--- config.mk ---
export PLATFORM = sky130hd
export DESIGN_NAME = term_tx_ctrl
export DESIGN_NICKNAME = d
export VERILOG_FILES = /design/src/rtl/tto_pkg.sv /design/src/rtl/tto_delay.sv /design/src/rtl/tto_slot.sv /design/src/rtl/term_tx_ctrl.sv
export SDC_FILE = /design/constraint.sdc
export NUM_CORES = 1
export LEC_CHECK = 0
export CORE_MARGIN = 4
export CORE_UTILIZATION = 35
export CTS_CLUSTER_DIAMETER = 40
export DETAILED_ROUTE_END_ITERATION = 7
export DONT_BUFFER_PORTS = 1
export PLACE_DENSITY_LB_ADDON = 0.1
export SYNTH_ARGS = -nofsm -noshare
export SYNTH_HDL_FRONTEND = slang
export SYNTH_SLANG_ARGS = --single-unit
--- constraint.sdc ---
create_clock -name clk -period 2.8 [get_ports clk]
set_input_delay 0.28 -clock clk [delete_from_list [all_inputs] [get_ports clk]]
set_output_delay 0.28 -clock clk [all_outputs]
set_load 0.05 [all_outputs]
--- src/rtl/tto_pkg.sv ---
package tto_pkg;
  localparam int CHAR_W = 8;
  localparam logic [CHAR_W-1:0] CODE_EM = 8'h19;
  localparam logic [CHAR_W-1:0] CODE_BS = 8'h08;

  // Byte that goes on the wire for a held byte and mode.
  function automatic logic [CHAR_W-1:0] tto_render(input logic [CHAR_W-1:0] held,
                                                   input logic mode);
    logic [CHAR_W-1:0] c;
    c = held & 8'h7F;
    if (mode && (c == CODE_EM)) c = CODE_BS;
    return c;
  endfunction
endpackage

--- src/rtl/tto_delay.sv ---
module tto_delay #(
  parameter int DLY_W = 24
) (
  input  logic             clk,
  input  logic             rst_n,
  input  logic             arm,
  input  logic             cancel,
  input  logic [DLY_W-1:0] load_val,
  input  logic             can_fire,
  output logic             fire
);
  logic             armed_q;
  logic [DLY_W-1:0] cnt_q;
  logic             at_zero;

  assign at_zero = (cnt_q == '0);
  assign fire    = armed_q && at_zero && can_fire && !arm && !cancel;

  always_ff @(posedge clk) begin
    if (!rst_n) begin
      armed_q <= 1'b0;
      cnt_q   <= '0;
    end else if (cancel) begin
      armed_q <= 1'b0;
      cnt_q   <= '0;
    end else if (arm) begin
      armed_q <= 1'b1;
      cnt_q   <= load_val;
    end else if (fire) begin
      armed_q <= 1'b0;
    end else if (armed_q && !at_zero) begin
      cnt_q <= cnt_q - 1'b1;
    end
  end
endmodule

--- src/rtl/tto_slot.sv ---
module tto_slot #(
  parameter int W = 8
) (
  input  logic         clk,
  input  logic         rst_n,
  input  logic         flush,
  input  logic         push,
  input  logic [W-1:0] push_data,
  input  logic         ready,
  output logic         valid,
  output logic [W-1:0] data,
  output logic         can_take
);
  assign can_take = !valid || ready;

  always_ff @(posedge clk) begin
    if (!rst_n) begin
      valid <= 1'b0;
      data  <= '0;
    end else if (flush) begin
      valid <= 1'b0;
    end else if (push) begin
      valid <= 1'b1;
      data  <= push_data;
    end else if (ready) begin
      valid <= 1'b0;
    end
  end
endmodule

--- src/rtl/term_tx_ctrl.sv ---
module term_tx_ctrl #(
  parameter int ACC_W = 16,
  parameter int DLY_W = 24
) (
  input  logic             clk,
  input  logic             rst_n,
  input  logic             load_strobe,
  input  logic [ACC_W-1:0] acc_in,
  input  logic             start_pulse,
  input  logic             clear_pulse,
  input  logic [DLY_W-1:0] delay_cycles,
  input  logic             term_mode,
  input  logic             irq_mask,
  output logic             out_valid,
  input  logic             out_ready,
  output logic [7:0]       out_data,
  output logic             busy,
  output logic             done,
  output logic             irq
);
  import tto_pkg::*;

  logic [CHAR_W-1:0] hold_q;
  logic              clear_evt;
  logic              start_evt;
  logic              complete_evt;
  logic              slot_free;
  logic [CHAR_W-1:0] wire_char;

  assign clear_evt = clear_pulse;
  assign start_evt = start_pulse && !clear_pulse;
  assign wire_char = tto_render(hold_q, term_mode);

  tto_delay #(.DLY_W(DLY_W)) u_delay (
    .clk      (clk),
    .rst_n    (rst_n),
    .arm      (start_evt),
    .cancel   (clear_evt),
    .load_val (delay_cycles),
    .can_fire (slot_free),
    .fire     (complete_evt)
  );

  tto_slot #(.W(CHAR_W)) u_slot (
    .clk       (clk),
    .rst_n     (rst_n),
    .flush     (clear_evt),
    .push      (complete_evt),
    .push_data (wire_char),
    .ready     (out_ready),
    .valid     (out_valid),
    .data      (out_data),
    .can_take  (slot_free)
  );

  always_ff @(posedge clk) begin
    if (!rst_n) begin
      hold_q <= '0;
      busy   <= 1'b0;
      done   <= 1'b0;
      irq    <= 1'b0;
    end else begin
      if (load_strobe) hold_q <= acc_in[CHAR_W-1:0];
      if (clear_evt) begin
        busy <= 1'b0;
        done <= 1'b0;
        irq  <= 1'b0;
      end else if (start_evt) begin
        busy <= 1'b1;
        done <= 1'b0;
        irq  <= 1'b0;
      end else if (complete_evt) begin
        busy <= 1'b0;
        done <= 1'b1;
        irq  <= !irq_mask;
      end
    end
  end
endmodule

==> qor.yml <==
p_seq_frac: 0.503
maxSlewHeadroom: 0.4472
min_period_ns: 2.305
critPathLaunch: "u_delay.cnt_q[9]"
design_power_total_w: 0.001272
clock-root-buffer: "clkbuf_8"
wl_met2_microns: 2261
avgSynthCellArea_sq_um: 8.871
reg2reg_depth: 5
synth-edff-count: 0
synth_top_cell_area_share: 0.3884
cap_violations: 0
hold_slack_ns: 0.05850
synthTopCellsByArea: "dfxtp_1, mux2i_1, o21ai_0"
slew_viol_final: 0
hp-start: "irq_mask"
dp_hpwl_microns: 3815
clkLatencyLatePin_ns: 0.30
holdPathStages: 1
place_area_sq_um: 2252
routabilityCongestion: 0.7748
rows: 28
utilization: 0.3939
design.core.area_sq_um: 5956
max_stage_delay_ns: 0.63
track_usage: 0.1452
synthFlopType: "dfxtp_1"
rsz0062_at_grt: "no"
comb_power_share: 0.175
clk_pin_slew_ns: 0.09
wirelength_microns: 5163
highest_layer: "met4"
pin_count: 60
tightest_slew_ns: 0.8274
h-tree-depth: 2
power_frac_clock: 0.322
chipWidth_microns: 86.64
outcome: "finished clean"
die_y_microns: 86.64
antenna_found_initial: 0
r2r_slack_ns: 0.49
cp_num_buf_inv: 0
hold_viol: 0
path_cells: "or4_1, or3_1, a2111oi_0, xnor2_1, a21oi_1"
startpoint_type: "register"
cts_max_path_buffers: 2
power_density_nw_per_um2: 542.3
cts-hold-fix-buffers: 0
overflow: 0
wl_per_cell_microns: 16.13
tns_ns: 0
n_antenna_cell: 0
postLayoutCellArea_sq_um: 2346
area_growth_pct: 8.382
drcViolationCount: 0
cts_resized: 0
final_layout_size_suffix_gt1_frac: 0.1184
io_buffer_count: 0
cp.required_ns: 2.98
drtAntennaViolNets: 0
swShare: 0.3017
synth_top_area_cell: "dfxtp_1"
wl_met3_microns: 389
cts_tree: "done"
regToRegEndpoint: "u_delay.cnt_q[18]"
worst_ir_drop_vdd_v: 0.0002059
synthArstFlopShare: 0
crit_fanout: 7
period_share: 0.8233
slowest_stage: "or4_1"
nets: 294
vias_per_cell: 5.394
cts.sinks: 42
cp-end-kind: "register"
hold_end: "irq"
finalSetupViolCount: 0
power_leakage_nw: 0.7575
synth-seq-area-share: 0.3884
layout.area.seq_sq_um: 840.8
drtIter0Drc: 68
post_cts.repair.setup_buffers: 0
synth_cell_types: 47
fill_cells: 615
max_freq_mhz: 433.8
syn_area_sq_um: 2165
start_util: 0.3634
hold_path.class: "input pin to register"
drt-met1-wl_microns: 2451
numCtsBuffers: 5
syn-num-nets: 294
crit_family: "simple AND/OR/NAND/NOR gates"
synthCells: 244
grt_pass1_vias: 1708
fin_skew_ns: 0.01072
dieArea_sq_um: 7506
r2r_start: "u_delay.cnt_q[9]"
grt_pass1_wl_microns: 8680
internal-power_w: 0.0008884
power.switching_w: 0.0003839
ys_warn_count: 0
path_class: "register to register"
grt_start_max_net_pins: 23
dr.pass1.iters: 4
vias: 1726
multiInputGateArea_sq_um: 1231
ys_ff_latch: 42
arrival_ns: 2.49
-- final cells by class --
class                      count  share of cell area
sequential                    42              0.3584
clock buffer                   5             0.02933
tap                           75             0.04000
timing repair buffer           9             0.02880
multi-input combinational    181              0.5248
inverter                       5            0.008000
clock inverter                 3             0.01067
-- per-stage QoR --
stage	cells	setup slack (ns)
after floorplan	244	0.4965
after global placement	312	0.4675
after detailed placement	312	0.4717
after CTS	320	0.4541
after global routing	320	0.2187
final	320	0.4947
-- layer usage --
metal	GRT usage	vias up
met5	0	-
met2	0.2253	35
li1	-	902
met1	0.1892	782
met3	0.05228	7
met4	0.04249	0
-- power groups by stage --
| stage | sequential [W] | combinational, W | clock, W |
|---|---|---|---|
| after global placement | 0.000654 | 0.000223 | 0 |
| after global routing | 0.000644 | 0.000250 | 0.000447 |
| after floorplan | 0.000652 | 0.000176 | 0 |
| after CTS | 0.000640 | 0.000224 | 0.000427 |
| after detailed placement | 0.000654 | 0.000223 | 0 |
| final | 0.000640 | 0.000222 | 0.000410 |
-- synthesized netlist by cell type, types with 2 or more instances --
library cell	count
or3_1	5
a2111oi_0	4
or2_2	4
o31ai_1	4
xnor2_1	13
a311oi_1	2
nand4b_1	2
nand4_1	2
nand2b_1	6
a21boi_1	2
nor4_2	2
nand2_1	9
nand3_1	7
nand3b_1	2
inv_1	5
buf_2	2
mux2i_1	12
nor2_1	11
or4_1	5
dfxtp_1	42
ha_1	2
a31oi_1	10
nor4bb_1	2
nor2b_1	15
a211oi_1	5
clkbuf_1	11
a21oi_1	14
o21ai_0	24
or4_4	2
-- worst max-delay path by stage --
stage                              endpoint  cells after the start
final                     u_delay.cnt_q[18]                      5
after global routing       u_delay.cnt_q[4]                      7
after CTS                 u_delay.cnt_q[18]                      5
after detailed placement  u_delay.cnt_q[18]                      5
after global placement    u_delay.cnt_q[18]                      5
after floorplan              u_slot.data[5]                      8
-- kinds of logic (layout without fill, tap and decap cells) --
logic type / after synthesis / after routing / share of synthesized area
AO/OA/AOI/OAI: 71 / 71 / 0.2081
XOR/XNOR: 13 / 13 / 0.05260
adder cells (fa/ha/maj): 2 / 2 / 0.01156
buffers and inverters: 21 / 22 / 0.04278
flip-flops: 42 / 42 / 0.3884
multiplexers: 12 / 12 / 0.05549
other: 1 / 1 / 0.001732
AND/OR/NAND/NOR: 82 / 82 / 0.2393
-- layout by cell type (no fill, tap or decap), types with 2 or more instances in the layout --
cell / netlist / final
or4_4: 2 / 2
nor2_1: 11 / 11
a21boi_1: 2 / 2
a311oi_1: 2 / 2
inv_1: 5 / 5
clkbuf_8: 0 / 5
nand4b_1: 2 / 2
a31oi_1: 10 / 10
nand3_1: 7 / 7
o21ai_0: 24 / 24
nor4bb_1: 2 / 2
a211oi_1: 5 / 5
nor4_2: 2 / 2
ha_1: 2 / 2
or2_2: 4 / 4
or3_1: 5 / 5
nand2b_1: 6 / 6
a2111oi_0: 4 / 4
nand2_1: 9 / 9
xnor2_1: 13 / 13
nor2b_1: 15 / 15
buf_4: 1 / 9
nand4_1: 2 / 2
mux2i_1: 12 / 12
or4_1: 5 / 5
dfxtp_1: 42 / 42
nand3b_1: 2 / 2
a21oi_1: 14 / 14
o31ai_1: 4 / 4
-- sequential cells by signal (all words and copies together), names as in the netlist --
register / flops
u_slot.data: 7
u_delay.cnt_q: 24
u_slot.valid: 1
irq: 1
hold_q: 7
u_delay.armed_q: 1
done: 1
Note: power is estimated with default switching activity, not from simulation.
